===== config.mk =====
export PLATFORM = sky130hd
export DESIGN_NAME = tsa_alloc
export DESIGN_NICKNAME = d
export VERILOG_FILES = /design/src/rtl/tsa_pkg.sv /design/src/rtl/tsa_lane.sv /design/src/rtl/tsa_rank.sv /design/src/rtl/tsa_alloc.sv
export SDC_FILE = /design/constraint.sdc
export NUM_CORES = 1
export LEC_CHECK = 0
export BUFFER_PORTS_ARGS = -buffer_cell sky130_fd_sc_hd__buf_4
export CORE_MARGIN = 2
export CORE_UTILIZATION = 27
export DETAILED_ROUTE_END_ITERATION = 10
export PLACE_DENSITY = 0.41
export SETUP_SLACK_MARGIN = 0.2
export SYNTH_ARGS = -nofsm -noshare
export SYNTH_HDL_FRONTEND = slang
export SYNTH_SLANG_ARGS = --single-unit

===== constraint.sdc =====
create_clock -name clk -period 12.1 [get_ports clk]
set_clock_uncertainty 0.05 [all_clocks]
set_input_delay 0.605 -clock clk [delete_from_list [all_inputs] [get_ports clk]]
set_output_delay 0.605 -clock clk [all_outputs]
set_load 0.02 [all_outputs]

===== src/rtl/tsa_pkg.sv =====
package tsa_pkg;

    localparam int unsigned TS_MAX_W = 32;

    typedef logic [TS_MAX_W-1:0] ts_wide_t;

    // A modular difference with its top bit set means "a is behind b".
    function automatic logic ts_behind(input ts_wide_t diff, input int unsigned w);
        return diff[w-1];
    endfunction

    function automatic int unsigned cnt_width(input int unsigned n);
        return $clog2(n + 1);
    endfunction

endpackage


===== src/rtl/tsa_lane.sv =====
module tsa_lane
    import tsa_pkg::*;
#(
    parameter int unsigned NUM_PORTS = 5,
    parameter int unsigned TS_W      = 8,
    parameter int unsigned MIN_LAT   = 2
) (
    input  logic                 clk,
    input  logic                 rst,
    input  logic [TS_W-1:0]      cur_time,
    input  logic [NUM_PORTS-1:0] hit,
    output logic [TS_W-1:0]      base
);
    localparam int unsigned CNT_W = cnt_width(NUM_PORTS);

    logic [TS_W-1:0]  next_free_q;
    logic             fresh_q;
    logic [TS_W-1:0]  floor_ts;
    logic [TS_W-1:0]  gap;
    logic [CNT_W-1:0] grants;

    assign floor_ts = cur_time + TS_W'(MIN_LAT);
    assign gap      = next_free_q - floor_ts;
    assign grants   = CNT_W'($countones(hit));

    // Later of the floor and the backlog; right after reset the register is meaningless.
    always_comb begin
        if (fresh_q || ts_behind(ts_wide_t'(gap), TS_W))
            base = floor_ts;
        else
            base = next_free_q;
    end

    // The register is refreshed every cycle, so an idle lane never drifts out of the window.
    always_ff @(posedge clk) begin
        if (rst) begin
            next_free_q <= '0;
            fresh_q     <= 1'b1;
        end else begin
            next_free_q <= base + TS_W'(grants);
            fresh_q     <= 1'b0;
        end
    end

endmodule


===== src/rtl/tsa_rank.sv =====
module tsa_rank #(
    parameter int unsigned NUM_PORTS = 5,
    parameter int unsigned PORT_W    = 3,
    parameter int unsigned CNT_W     = 3
) (
    input  logic [NUM_PORTS-1:0]        legal,
    input  logic [NUM_PORTS*PORT_W-1:0] port,
    output logic [NUM_PORTS*CNT_W-1:0]  rank
);
    // rank of input i = legal lower-index requests that name the same output
    always_comb begin
        rank = '0;
        for (int i = 0; i < NUM_PORTS; i++) begin
            for (int j = 0; j < i; j++) begin
                if (legal[j] && (port[j*PORT_W +: PORT_W] == port[i*PORT_W +: PORT_W]))
                    rank[i*CNT_W +: CNT_W] = rank[i*CNT_W +: CNT_W] + CNT_W'(1);
            end
        end
    end

endmodule


===== src/rtl/tsa_alloc.sv =====
module tsa_alloc
    import tsa_pkg::*;
#(
    parameter int unsigned NUM_PORTS = 5,
    parameter int unsigned TS_W      = 8,
    parameter int unsigned MIN_LAT   = 2,
    parameter int unsigned PORT_W    = (NUM_PORTS > 1) ? $clog2(NUM_PORTS) : 1
) (
    input  logic                        clk,
    input  logic                        rst,
    input  logic [TS_W-1:0]             cur_time,
    input  logic [NUM_PORTS-1:0]        req_valid,
    input  logic [NUM_PORTS*PORT_W-1:0] req_port,
    output logic [NUM_PORTS-1:0]        ts_valid,
    output logic [NUM_PORTS*TS_W-1:0]   ts_value
);
    localparam int unsigned CNT_W = cnt_width(NUM_PORTS);

    logic [NUM_PORTS-1:0]       legal;
    logic [NUM_PORTS-1:0]       hit_a  [NUM_PORTS];
    logic [TS_W-1:0]            base_a [NUM_PORTS];
    logic [NUM_PORTS*CNT_W-1:0] rank;
    logic [NUM_PORTS*TS_W-1:0]  stamp;

    genvar gi, go;
    generate
        for (gi = 0; gi < NUM_PORTS; gi++) begin : g_in
            assign legal[gi] = req_valid[gi] &&
                ({1'b0, req_port[gi*PORT_W +: PORT_W]} < (PORT_W+1)'(NUM_PORTS));

            always_comb begin
                logic [TS_W-1:0] sel;
                sel = '0;
                for (int o = 0; o < NUM_PORTS; o++) begin
                    if (req_port[gi*PORT_W +: PORT_W] == PORT_W'(o))
                        sel = base_a[o];
                end
                stamp[gi*TS_W +: TS_W] = sel + TS_W'(rank[gi*CNT_W +: CNT_W]);
            end
        end

        for (go = 0; go < NUM_PORTS; go++) begin : g_out
            for (gi = 0; gi < NUM_PORTS; gi++) begin : g_hit
                assign hit_a[go][gi] = legal[gi] &&
                    (req_port[gi*PORT_W +: PORT_W] == PORT_W'(go));
            end

            tsa_lane #(
                .NUM_PORTS(NUM_PORTS),
                .TS_W     (TS_W),
                .MIN_LAT  (MIN_LAT)
            ) u_lane (
                .clk     (clk),
                .rst     (rst),
                .cur_time(cur_time),
                .hit     (hit_a[go]),
                .base    (base_a[go])
            );
        end
    endgenerate

    tsa_rank #(
        .NUM_PORTS(NUM_PORTS),
        .PORT_W   (PORT_W),
        .CNT_W    (CNT_W)
    ) u_rank (
        .legal(legal),
        .port (req_port),
        .rank (rank)
    );

    always_ff @(posedge clk) begin
        if (rst) begin
            ts_valid <= '0;
            ts_value <= '0;
        end else begin
            ts_valid <= legal;
            ts_value <= stamp;
        end
    end

endmodule


### Word level (Yosys, flattened, before mapping)

Index checks and enable logic that the tools add are counted.

* output and inout port bits: 45
* input bits: 30
* logic and storage cells: 175
* register bits: 86

* $lt $le $gt $ge: 5
* muxes and demuxes: 41
* reductions and logical operators: 50
* add/subtract/negate cells: 41
* equal/unequal tests: 30

Operator list (count)
* $mux 8: 30
* $add 8x3->8: 9
* $logic_and 1x1->1: 40
* $sub 8x8->8: 5
* $eq 3x2->1 const B: 10
* $eq 3x3->1: 10
* $add 1x1->2: 10
* $mux 3: 6
* $add 3x1->3: 5
* $add 3x3->3: 5
* $eq 3x1->1 const B: 5
* $eq 3x3->1 const B: 5
* $logic_not 3->1: 5
* $lt 3x3->1 const B: 5
* $add 3x1->3 const B: 3
* $add 8x2->8 const B: 1
* $add 1x1->2 const B: 3
* $logic_or 1x1->1: 5
* $mux 1: 5

### Longest topological paths before layout

Gate-level depths: netlist of run 1.

* depth in word-level cells: 11
* gate-level depth with buffers: 23
* gate-level depth less buffers: 22

### Hierarchy

A second synthesis of run 1 with hierarchy kept.

* cells, all modules: 1212
* area total of the unflattened synthesis: 10027.1 um^2

By module, submodules not included
* tsa_lane: times used 5, sequential area each 180.2 um^2, area each 1053.5 um^2, cells each 125
* tsa_alloc: times used 1, sequential area each 900.9 um^2, area each 4144.0 um^2, cells each 505
* tsa_rank: times used 1, sequential area each 0.0 um^2, area each 615.6 um^2, cells each 82

### Worst setup path before layout of run 1

Ideal clock, no wire load.

* path kind: input to register
* from: input port cur_time[5]
* to: register ts_value[38]
* slack: 6667 ps
* path buffers: 3
* data required time: 11917 ps
* cell stages on the path: 23
* library setup time: 133 ps
* arrival time: 5250 ps
* path through: buf_2 -> nand3_1 -> o21ai_2 -> nand2_1 -> inv_1 -> clkbuf_1 -> ha_1 -> nand3_1 -> mux2i_1 -> a211o_4 -> or4_4 -> buf_6 -> nand3_1 -> o21ai_1 -> mux4_2 -> o22ai_1 -> inv_1 -> fa_1 -> nor2b_1 -> nor2_1 -> a21oi_1 -> and4_1 -> nor3_1

* longest elaborated chain between the ends: 10
* elaborated cells on any way between the ends: 22
* those cells by class: add/sub (7); mux (10); reduce/logical (5)

Ends and longest elaborated chain
* from (decl): line tsa_alloc.sv:11 `input logic [TS_W-1:0] cur_time,`
* $add 8x2->8 (*): line tsa_lane.sv:22 `assign floor_ts = cur_time + TS_W'(MIN_LAT);`
* $sub 8x8->8: line tsa_lane.sv:23 `assign gap = next_free_q - floor_ts;`
* $logic_or 1x1->1: line tsa_lane.sv:28 `if (fresh_q || ts_behind(ts_wide_t'(gap), TS_W))`
* $mux 8: line tsa_lane.sv:28
* $mux 8 (4 in series): line tsa_alloc.sv:35 `if (req_port[gi*PORT_W +: PORT_W] == PORT_W'(o))`
* $mux 8 (*): line tsa_alloc.sv:35
* $add 8x3->8 (*): line tsa_alloc.sv:38 `stamp[gi*TS_W +: TS_W] = sel + TS_W'(rank[gi*CNT_W +: CNT_W]);`
* to (signal assigned): line tsa_alloc.sv:78 `ts_value <= stamp;`
* to (decl): line tsa_alloc.sv:15 `output logic [NUM_PORTS*TS_W-1:0] ts_value`

Every way passes the cells marked *; elsewhere a longest branch is shown, timed or not.
A chain may end at the register's enable or synchronous reset.

### Final worst setup path of run 1

* from: input port cur_time[1]
* to: register ts_value[38]

The elaborated chain is that of the path after synthesis.

==> results.py, run 1 <==
metrics = {
    "critical_path": {
        "r2r-end": "ts_value[38]",
        "r2r_slack_ns": 7.13,
        "endpoint": "ts_value[38]",
        "reg2reg_depth": 16,
        "crit_required_ns": 12.29,
        "cp_data_arrival_time_ns": 6.47,
        "cp_top_family": "simple AND/OR/NAND/NOR gates",
        "path_depth": 20,
        "cp_max_fo": 13,
        "crit_type": "in2reg",
        "cp-start-kind": "input port",
        "path_cells": "buf_4 > ha_1 > xor2_1 > inv_1 > ha_1 > a2111oi_0 > o21ai_0 > and3_1 > nor4_2 > o21ai_0 > and2_1 > mux4_2 > o22ai_1 > inv_1 > fa_1 > nor2b_1 > nor2_1 > a21oi_1 > and4_1 > nor3_1",
        "endpoint_kind": "register",
        "critPathBufInv": 3,
        "worstReg2RegStart": "g_out[1].u_lane.next_free_q[2]",
        "worstSetupStartpoint": "cur_time[1]",
        "crit_path_top_delay_cell": "a2111oi_0",
        "slowest_delay_ns": 0.58,
    },
    "global_routing": {
        "grt_use_met2_pct": 36.0,
        "grt_pass1_wl_microns": 58800,
        "use_met1_pct": 29.9,
        "antenna_found_initial": 0,
        "first_global_vias": 8669,
        "track_usage_pct": 22.6,
        "grt_max_degree": 46,
        "gr-total-overflow": 0,
        "grt.busiest_layer": "met2",
        "grt_util_met3_pct": 4.94,
    },
    "synth": {
        "ys_async_sr_fraction_pct": 0,
        "synth_edf_count": 0,
        "syn_inst": 1131,
        "synth_cell_types": 114,
        "synth-adder-area-share_pct": 12.3,
        "synth_top_family_by_area": "compound AO/OA/AOI/OAI gates",
        "ys_ff_latch": 86,
        "synth.mux.area_fraction_pct": 6.17,
        "synth_compound_area_share_pct": 24.3,
        "synthTopCellsByArea": "dfxtp_1, ha_1, nor2_1",
        "ys_seq_area_share_pct": 18.9,
        "synth_nets": 1238,
        "ys_warn_count": 0,
        "yosys.area.top_type_share_pct": 18.9,
        "netlist_area_sq_mm": 0.00911,
        "synth-simple-area-share_pct": 23.6,
        "synthFlopType": "dfxtp_1",
        "synth_xor_area_share_pct": 7.80,
        "yosysTopAreaCell": "dfxtp_1",
        "syn_avg_cell_area_sq_um": 8.06,
    },
    "sta": {
        "fmax_mhz": 159,
        "min_period_ns": 6.28,
        "setup_tns_ns": 0,
        "hold_violations": 0,
        "fin_crit_sh_pct": 51.9,
        "rsz0062_at_grt": "false",
        "hold_slack_ns": 0.448,
        "maxSlewHeadroom_pct": 11.9,
        "finalMaxSlewViolations": 0,
        "worst_slew_pin_slew_ns": 1.30,
        "setup_viol": 0,
    },
    "power": {
        "switching_power_w": 0.000599,
        "power.total_w": 0.00133,
        "p_int_w": 0.000730,
        "seq_power_share_pct": 26.7,
        "vdd.ir_drop.worst_mv": 0.0762,
        "p_leak_nw": 4.40,
        "power.density_mw_per_mm2": 129,
        "clock_power_share_pct": 22.9,
        "p_sw_share_pct": 45.1,
        "p_comb_share_pct": 50.4,
    },
    "final_layout": {
        "post-route-util_pct": 30.9,
        "finalInstanceArea_sq_mm": 0.0103,
        "drive_gt1_share_pct": 15.6,
        "area_delta_synth_final_pct": 13.3,
        "nFillCells": 3635,
        "final-seq-area_sq_mm": 0.00172,
        "n_antenna_cell": 0,
        "layout.nets": 1276,
        "multi_input_area_sq_mm": 0.00676,
    },
    "detailed_routing": {
        "drt_wl_total_microns": 39700,
        "wl_per_cell_microns": 24.5,
        "dr.first_iter.drc_count": 914,
        "num_vias": 8986,
        "drtPass1Iterations": 6,
        "drtAntennaViolNets": 0,
        "drcViolationCount": 0,
        "vias_per_cell": 5.54,
    },
    "die": {
        "core_sq_mm": 0.0334,
        "io-pin-count": 75,
        "die_w_microns": 188,
        "start_util_pct": 27.3,
        "die-height_microns": 188,
        "die_area_sq_mm": 0.0352,
        "core.rowCount": 67,
    },
    "status": {
        "status": "finished clean",
    },
    "placement": {
        "place_area_sq_mm": 0.0100,
        "gp_congestion": 0.975,
        "dpl.hpwl_microns": 31000,
        "port_buffers": 74,
    },
    "hold_path": {
        "min_from": "req_valid[4]",
        "whs_path_depth": 2,
        "hold_path_class": "in2reg",
    },
    "flow_run": {
        "cap_violations": 0,
    },
    "clocking": {
        "insertion_delay_ns": 0.38,
        "cts_buffer_depth": 2,
        "root_buffer": "clkbuf_16",
        "numCtsBuffers": 9,
        "htreeDepth": 3,
        "cts.reportedPaths.clkPinSlew_ns": 0.06,
        "clock_sinks": 86,
        "cts_setup_buffers": 0,
        "hold_buffers": 0,
        "cts.repair.resized": 0,
        "cts_tree": "done",
    },
}
==> worst reg2reg max path: stages (launching register included) <==
cell	delay, ns
dfxtp_1	0.36
ha_1	0.24
a2111oi_0	0.61
o21ai_0	0.24
and3_1	0.32
nor4_2	0.44
o21ai_0	0.21
and2_1	0.37
mux4_2	0.54
o22ai_1	0.23
inv_1	0.09
fa_1	0.40
nor2b_1	0.16
nor2_1	0.06
a21oi_1	0.24
and4_1	0.23
nor3_1	0.05
==> power groups by stage <==
stage          sequential [W]  combinational [W]  clock (W)
2_1_floorplan        0.000366           0.000411          0
3_3_place_gp         0.000362           0.000658          0
3_5_place_dp         0.000360           0.000653          0
4_1_cts              0.000354           0.000657   0.000316
5_1_grt              0.000358           0.000717   0.000325
6_report             0.000355           0.000669   0.000304
==> logic make-up (layout without fill, tap and decap cells) <==
family                     Yosys count  in the layout
AOI/OAI and AO/OA                  287            287
adders and majority gates           79             79
buffers and inverters              146            189
muxes                               35             35
and+or+nand+nor                    426            426
DFF                                 86             86
xor gates and xnor gates            72             72
==> layout by cell type (no fill, tap or decap), types with 24 or more instances in the layout <==
cell type / Yosys / final
ha_1: 59 / 59
and3_1: 24 / 24
nand2_1: 70 / 70
a21oi_1: 42 / 42
nor2b_1: 33 / 33
xor2_1: 30 / 30
inv_1: 85 / 85
dfxtp_1: 86 / 86
o21ai_0: 35 / 35
buf_4: 0 / 85
nand3_1: 34 / 34
nor2_1: 129 / 129
xnor2_1: 36 / 36
nor3_1: 44 / 44
==> worst min-delay path by stage <==
stage / endpoint / slack (ns)
2_1_floorplan: g_out[4].u_lane.fresh_q / 0.58
3_3_place_gp: g_out[0].u_lane.next_free_q[0] / 0.74
3_5_place_dp: g_out[0].u_lane.next_free_q[0] / 0.78
4_1_cts: ts_valid[4] / 0.45
5_1_grt: ts_valid[4] / 0.46
6_report: ts_valid[4] / 0.45
==> through the flow <==
stage,setup slack [ns],std cells
floorplan,6.67,1131
CTS,5.89,1622
global route,5.24,1622
global placement,5.61,1606
detailed placement,5.54,1606
finish,5.82,1622
==> final cells by class <==
type | instances | share of cell area, %
clock buffer | 12 | 2.48
tap | 448 | 5.43
multi-input combinational | 899 | 65.5
sequential | 86 | 16.7
timing repair buffer | 85 | 6.18
inverter | 88 | 3.20
clock inverter | 4 | 0.533
==> metal layers <==
| layer | part of all wire, % | up-vias |
|---|---|---|
| met5 | 0 | - |
| met4 | 3.7 | 0 |
| met3 | 7.3 | 73 |
| met2 | 45 | 381 |
| met1 | 44 | 4358 |
| li1 | - | 4174 |
==> sequential cells by signal, summed over array words and instances (netlist names) <==
register and cells:
g_out.u_lane.next_free_q 40, ts_value 40, ts_valid 5, g_out.u_lane.fresh_q 1
==> Yosys cell counts (6+ instances only) <==
master,count
o211ai_1,6
o21ai_1,7
o22ai_1,18
nor2b_1,33
inv_1,85
nand4_1,9
xnor2_1,36
nor3_1,44
mux2i_1,13
buf_1,7
a21oi_1,42
and3_1,24
buf_6,8
nor2_1,129
clkbuf_1,36
a21o_1,18
a31oi_1,16
and2_1,15
ha_1,59
a211oi_1,10
mux4_2,15
o21ai_0,35
o31ai_1,14
or2_2,9
nor4_1,8
o22a_1,6
nand2b_1,14
xor2_1,30
nand2_1,70
nand3_1,34
o21a_1,14
dfxtp_1,86
fa_1,18
No activity file was read; power rests on OpenSTA's default activity.
==> inputs of run 2 (changes only) <==
--- a/config.mk
+++ b/config.mk
@@ -9,7 +9,7 @@
 export CORE_MARGIN = 2
 export CORE_UTILIZATION = 27
 export DETAILED_ROUTE_END_ITERATION = 10
-export PLACE_DENSITY = 0.41
+export PLACE_DENSITY = 0.43
 export SETUP_SLACK_MARGIN = 0.2
 export SYNTH_ARGS = -nofsm -noshare
 export SYNTH_HDL_FRONTEND = slang
==> constraint.sdc (replaced) <==
create_clock -name clk -period 5.2 [get_ports clk]
set_clock_uncertainty 0.05 [all_clocks]
set_input_delay 0.26 -clock clk [delete_from_list [all_inputs] [get_ports clk]]
set_output_delay 0.26 -clock clk [all_outputs]
set_load 0.02 [all_outputs]
==> run 2 against run 1 <==
  * Critical path depth decreased by 4
  * Worst hold slack worse by 0.32 ns
  * First-iteration DRC count shrank 1.8%
  * Setup slack got worse by 5.4 ns
  * Count of clock-buffer cells in the layout did not move
  * Clock power grew 130%
  * Flip-flop and latch count did not move
  * Sequential share of layout area decreased by 1.2 points
  * Critical path type is now reg2reg
  * Largest power group unchanged
  * Highest routed layer unchanged
==> results.py, run 2 (same netlist as run 1, synthesis figures left out) <==
metrics = {
    "status": {
        "status": "finished clean",
    },
    "global_routing": {
        "grt_pass1_wl_microns": 59400,
        "first_global_vias": 9088,
        "track_usage_pct": 22.8,
        "grt_max_degree": 48,
        "antenna_found_initial": 0,
        "gr-total-overflow": 0,
    },
    "critical_path": {
        "endpoint_kind": "register",
        "crit_path_top_delay_cell": "mux4_2",
        "cp_data_arrival_time_ns": 4.98,
        "cp-start-kind": "register",
        "crit_required_ns": 5.38,
        "path_cells": "ha_1 > a2111o_1 > a311o_1 > a31o_1 > and3_1 > or2_1 > mux2i_1 > mux4_2 > o22ai_1 > ha_1 > inv_1 > fa_1 > and2b_1 > o32a_4 > a31o_1 > a21oi_2",
        "cp_top_family": "compound AO/OA/AOI/OAI gates",
        "crit_type": "reg2reg",
        "cp_max_fo": 6,
        "slowest_delay_ns": 0.54,
        "critPathBufInv": 1,
    },
    "clocking": {
        "cts_buffer_depth": 2,
        "cts_tree": "done",
        "numCtsBuffers": 9,
        "insertion_delay_ns": 0.37,
        "cts.reportedPaths.clkPinSlew_ns": 0.07,
        "htreeDepth": 3,
        "cts_setup_buffers": 0,
        "hold_buffers": 0,
        "clock_sinks": 86,
        "root_buffer": "clkbuf_16",
        "cts.repair.resized": 0,
    },
    "sta": {
        "maxSlewHeadroom_pct": 17.3,
        "worst_slew_pin_slew_ns": 1.23,
        "hold_violations": 0,
        "rsz0062_at_grt": "true",
        "finalMaxSlewViolations": 0,
        "setup_tns_ns": 0,
        "fmax_mhz": 208,
        "fin_crit_sh_pct": 92.3,
        "setup_viol": 0,
        "min_period_ns": 4.80,
    },
    "die": {
        "die-height_microns": 188,
        "die_w_microns": 188,
        "core.rowCount": 67,
        "core_sq_mm": 0.0334,
        "start_util_pct": 27.3,
        "die_area_sq_mm": 0.0352,
        "io-pin-count": 75,
    },
    "detailed_routing": {
        "vias_per_cell": 5.37,
        "drt_wl_total_microns": 40200,
        "wl_per_cell_microns": 23.3,
        "drcViolationCount": 0,
        "drtPass1Iterations": 5,
        "dr.first_iter.drc_count": 898,
        "drtAntennaViolNets": 0,
        "num_vias": 9263,
    },
    "hold_path": {
        "hold_path_class": "in2reg",
    },
    "power": {
        "vdd.ir_drop.worst_mv": 0.181,
        "p_comb_share_pct": 52.7,
        "power.density_mw_per_mm2": 294,
        "power.total_w": 0.00327,
        "clock_power_share_pct": 21.8,
        "seq_power_share_pct": 25.5,
        "p_leak_nw": 4.91,
        "p_int_w": 0.00186,
        "switching_power_w": 0.00141,
        "p_sw_share_pct": 43.1,
    },
    "final_layout": {
        "final-seq-area_sq_mm": 0.00172,
        "nFillCells": 3629,
        "area_delta_synth_final_pct": 22.2,
        "multi_input_area_sq_mm": 0.00679,
        "final_cell_mix": "buf_4, nor2_1, dfxtp_1",
        "n_antenna_cell": 0,
        "reg_top3": "g_out.u_lane.next_free_q (40), ts_value (40), ts_valid (5)",
        "layout.nets": 1380,
        "final_common_cell": "buf_4",
        "drive_gt1_share_pct": 22.8,
    },
    "flow_run": {
        "cap_violations": 0,
    },
    "placement": {
        "gp_congestion": 0.983,
        "port_buffers": 74,
        "dpl.hpwl_microns": 32300,
    },
}
-- run 2: cell count changes in the layout (fill, tap and decap cells not counted), sizes merged --
cell	delta
clkinvlp	+1
clkinv	-1
buf	+104
-- run 2: worst paths after layout --
kind	startpoint	to	slack, ns	cells after the start
worst min-delay path	req_valid[4]	ts_valid[4]	0.13	2
worst max-delay path	g_out[0].u_lane.next_free_q[1]	ts_value[30]	0.40	16
worst max register to register	g_out[0].u_lane.next_free_q[1]	ts_value[30]	0.40	16
worst min register to register	g_out[4].u_lane.next_free_q[3]	g_out[4].u_lane.next_free_q[3]	0.80	4
-- run 2: metal layers --
metal | share of wire, % | routed length, microns | track usage, % | up-vias
met5 | 0 | 0 | 0 | -
met4 | 3.6 | 1450 | 8.42 | 0
met3 | 7.3 | 2930 | 4.10 | 75
met2 | 44 | 17800 | 36.3 | 354
met1 | 45 | 17900 | 30.8 | 4468
li1 | - | - | - | 4366
-- run 2: stage by stage --
stage	setup WS (ns)	cells	hold slack, ns	area, sq um	util [%]
final	0.398	1726	0.132	11100	33.4
after detailed placement	0.0499	1710	0.502	10800	32.3
after global routing	0.198	1726	0.146	11100	33.4
after CTS	0.275	1726	0.134	11100	33.3
after global placement	0.0782	1710	0.506	10800	32.3
after floorplan	0.226	1131	0.238	9110	-
-- run 2: worst register-to-register path, delay by kind of cell (launching register included) --
family | cells | cell delay (ns)
and+or+nand+nor | 3 | 0.73
muxes | 2 | 0.82
buffers and inverters | 1 | 0.06
DFF | 1 | 0.51
adders and majority gates | 3 | 0.90
AOI/OAI and AO/OA | 7 | 1.60
-- run 2: power by group through the flow --
stage | logic (W) | registers (W) | clock network (W)
floorplan | 0.000958 | 0.000851 | 0
global placement | 0.00169 | 0.000848 | 0
detailed placement | 0.00168 | 0.000845 | 0
CTS | 0.00169 | 0.000832 | 0.000731
global route | 0.00185 | 0.000839 | 0.000755
finish | 0.00172 | 0.000833 | 0.000714
-- run 2: area by class of cell --
| cell class | instances | share of cell area, % |
|---|---|---|
| multi-input cells | 899 | 60.9 |
| well taps | 448 | 5.03 |
| clock buffers | 12 | 2.39 |
| flip-flops and latches | 86 | 15.5 |
| clock inverters | 4 | 0.483 |
| repair buffers | 189 | 12.7 |
| inverters | 88 | 2.97 |
==> inputs of run 3 (changes only) <==
--- a/config.mk
+++ b/config.mk
@@ -9,8 +9,9 @@
 export CORE_MARGIN = 2
 export CORE_UTILIZATION = 27
 export DETAILED_ROUTE_END_ITERATION = 10
-export PLACE_DENSITY = 0.43
+export PLACE_DENSITY = 0.5
 export SETUP_SLACK_MARGIN = 0.2
 export SYNTH_ARGS = -nofsm -noshare
 export SYNTH_HDL_FRONTEND = slang
+export SYNTH_HIERARCHICAL = 1
 export SYNTH_SLANG_ARGS = --single-unit
==> run 3 against run 2 <==
  * Setup slack gained 0.24 ns
  * Critical path type is now in2reg
  * Maximum frequency up 5.3%
  * Register-to-register slack improved by 0.66 ns
  * Via count fell by 2.6%
  * Global-route usage is 6.0 points lower
  * Clock power is 3.1% higher
  * Combinational power hardly changed
  * Utilization down 2.1 points
  * Die area grew 9.8%
  * First-iteration DRC count shrank 26%
  * Worst hold slack improved by 0.023 ns
  * Largest cell class unchanged
==> results.py, run 3 <==
metrics = {
    "placement": {
        "dpl.hpwl_microns": 24600,
        "port_buffers": 74,
        "gp_congestion": 0.915,
    },
    "global_routing": {
        "grt_pass1_wl_microns": 50700,
        "antenna_found_initial": 0,
        "gr-total-overflow": 0,
        "grt_max_degree": 61,
        "first_global_vias": 8911,
        "track_usage_pct": 16.9,
    },
    "critical_path": {
        "cp_data_arrival_time_ns": 4.77,
        "cp_top_family": "adder cells",
        "critPathBufInv": 2,
        "slowest_delay_ns": 0.46,
        "r2r_slack_ns": 1.06,
        "reg2reg_depth": 16,
        "cp_max_fo": 28,
        "crit_type": "in2reg",
        "cp-start-kind": "input port",
        "crit_required_ns": 5.41,
        "worstReg2RegStart": "g_out[3].u_lane/next_free_q[2]",
        "r2r-end": "g_out[3].u_lane/next_free_q[7]",
        "crit_path_top_delay_cell": "fa_1",
        "path_cells": "buf_4 > ha_1 > nand3_2 > xor2_1 > ha_1 > nand4_1 > and3_1 > o21ai_0 > xnor2_1 > nand2_1 > mux2i_1 > fa_1 > inv_1 > ha_1 > a21o_1 > a21o_1 > and3_1 > nor3_1 > o311a_1 > a2111oi_2",
        "crit_path_frequent_cell": "ha_1",
        "endpoint_kind": "register",
    },
    "die": {
        "io-pin-count": 75,
        "die_area_sq_mm": 0.0387,
        "core_sq_mm": 0.0366,
        "core.rowCount": 70,
        "die_w_microns": 197,
        "start_util_pct": 27.4,
        "die-height_microns": 197,
    },
    "hold_path": {
        "whs_path_depth": 2,
        "min_to": "ts_valid[0]",
        "hold_path_class": "in2reg",
        "min_from": "req_valid[0]",
    },
    "clocking": {
        "numCtsBuffers": 9,
        "hold_buffers": 0,
        "root_buffer": "clkbuf_16",
        "cts_buffer_depth": 2,
        "cts.reportedPaths.clkPinSlew_ns": 0.07,
        "insertion_delay_ns": 0.37,
        "cts_tree": "done",
        "cts_setup_buffers": 0,
        "clock_sinks": 90,
        "htreeDepth": 3,
    },
    "sta": {
        "worst_slew_pin_slew_ns": 0.722,
        "min_period_ns": 4.56,
        "maxSlewHeadroom_pct": 51.9,
        "rsz0062_at_grt": "false",
        "fmax_mhz": 219,
        "fin_crit_sh_pct": 87.7,
        "setup_tns_ns": 0,
        "setup_viol": 0,
        "hold_violations": 0,
        "finalMaxSlewViolations": 0,
    },
    "final_layout": {
        "final_common_cell": "buf_4",
        "final_cell_mix": "buf_4, nor2_1, dfxtp_1",
        "post-route-util_pct": 31.3,
        "area_delta_synth_final_pct": 14.2,
        "drive_gt1_share_pct": 15.9,
        "n_antenna_cell": 0,
        "nFillCells": 3888,
        "layout.nets": 1396,
        "reg_top3": "g_out.u_lane/next_free_q (40), ts_value (40)",
    },
    "power": {
        "p_leak_nw": 5.00,
        "power.density_mw_per_mm2": 291,
        "vdd.ir_drop.worst_mv": 0.183,
    },
    "synth": {
        "synth_cell_types": 77,
        "synth_edf_count": 0,
        "ys_warn_count": 6,
        "synthFlopType": "dfxtp_1",
        "yosysMostFrequentCell": "nor2_1",
        "syn_avg_cell_area_sq_um": 8.27,
        "yosys.area.top_type_share_pct": 18.0,
        "synth_common_cells": "nor2_1, dfxtp_1, ha_1",
        "ys_async_sr_fraction_pct": 0,
        "synthTopCellsByArea": "dfxtp_1, ha_1, xnor2_1",
        "ys_ff_latch": 90,
        "syn_inst": 1212,
        "ys_seq_area_share_pct": 18.0,
        "netlist_area_sq_mm": 0.0100,
        "yosysTopAreaCell": "dfxtp_1",
    },
    "detailed_routing": {
        "drtPass1Iterations": 5,
        "vias_per_cell": 5.18,
        "drcViolationCount": 0,
        "drt_wl_total_microns": 32200,
        "dr.first_iter.drc_count": 664,
        "wl_per_cell_microns": 18.5,
        "num_vias": 9018,
        "drtAntennaViolNets": 0,
    },
    "flow_run": {
        "cap_violations": 0,
    },
    "status": {
        "status": "finished clean",
    },
}
## run 3: worst max path at each step
stage	from	cells past startpoint	endpoint	slack, ns
final	cur_time[1]	20	g_out[0].u_lane/next_free_q[7]	0.64
after global routing	cur_time[1]	20	g_out[1].u_lane/next_free_q[7]	0.23
after CTS	cur_time[1]	20	ts_value[38]	0.50
after detailed placement	cur_time[1]	20	ts_value[38]	0.14
after global placement	cur_time[1]	20	ts_value[38]	0.16
after floorplan	cur_time[1]	22	g_out[4].u_lane/next_free_q[5]	0.78
## run 3: routing by layer
metal,global-route usage (%),routed length (microns)
met2,27.7,14900
met4,5.07,723
met3,2.45,1570
met1,22.8,15000
met5,0,0
## run 3: final cells by class
type / count / area (sq um) / area share (%)
tap: 468 / 586 / 5.12
sequential: 90 / 1800 / 15.7
clock inverter: 5 / 77.6 / 0.678
clock buffer: 11 / 243 / 2.12
inverter: 62 / 233 / 2.03
timing repair buffer: 110 / 826 / 7.21
multi-input combinational: 995 / 7680 / 67.1
## run 3: report_power, final
| part | switching, W | total, W | leakage, nW | internal, W |
|---|---|---|---|---|
| Combinational | 0.00100 | 0.00172 | 4.10 | 0.000718 |
| Clock | 0.000302 | 0.000736 | 0.156 | 0.000433 |
| Sequential | 0.0000758 | 0.000873 | 0.746 | 0.000798 |
## run 3: what timing repair did
| item | in CTS | in global routing |
|---|---|---|
| endpoints found under the setup margin | 0 | 7 |
| hold endpoints to repair | 0 | 0 |
| gates resized for setup | 0 | 3 |
## run 3: cells by family (layout without fill, tap and decap cells)
logic type	Yosys count	in the layout	share of synthesized area (%)
flops	90	90	18.0
other cells	1	6	0.0374
fa+ha+maj	98	98	13.7
mux	70	70	8.31
simple gates	425	425	23.3
compound gates	283	283	20.3
buf+inv	132	188	5.70
xor+xnor	113	113	10.6
## run 3: worst register-to-register path: cells and delay by family, from the launching register on
family / cells / cell delay (ns)
simple gates: 3 / 0.51
buf+inv: 1 / 0.07
xor+xnor: 1 / 0.25
fa+ha+maj: 3 / 0.95
flops: 1 / 0.32
compound gates: 7 / 1.59
mux: 1 / 0.31
## run 3: stage by stage
stage / setup WS (ns) / hold WS, ns / area, sq um / total power (W) / std cells
floorplan: 0.780 / 0.238 / 10000 / 0.00201 / 1217
global placement: 0.158 / 0.510 / 11100 / 0.00258 / 1725
detailed placement: 0.143 / 0.509 / 11100 / 0.00259 / 1725
CTS: 0.496 / 0.129 / 11400 / 0.00335 / 1741
global route: 0.232 / 0.150 / 11400 / 0.00357 / 1741
finish: 0.642 / 0.154 / 11400 / 0.00333 / 1741
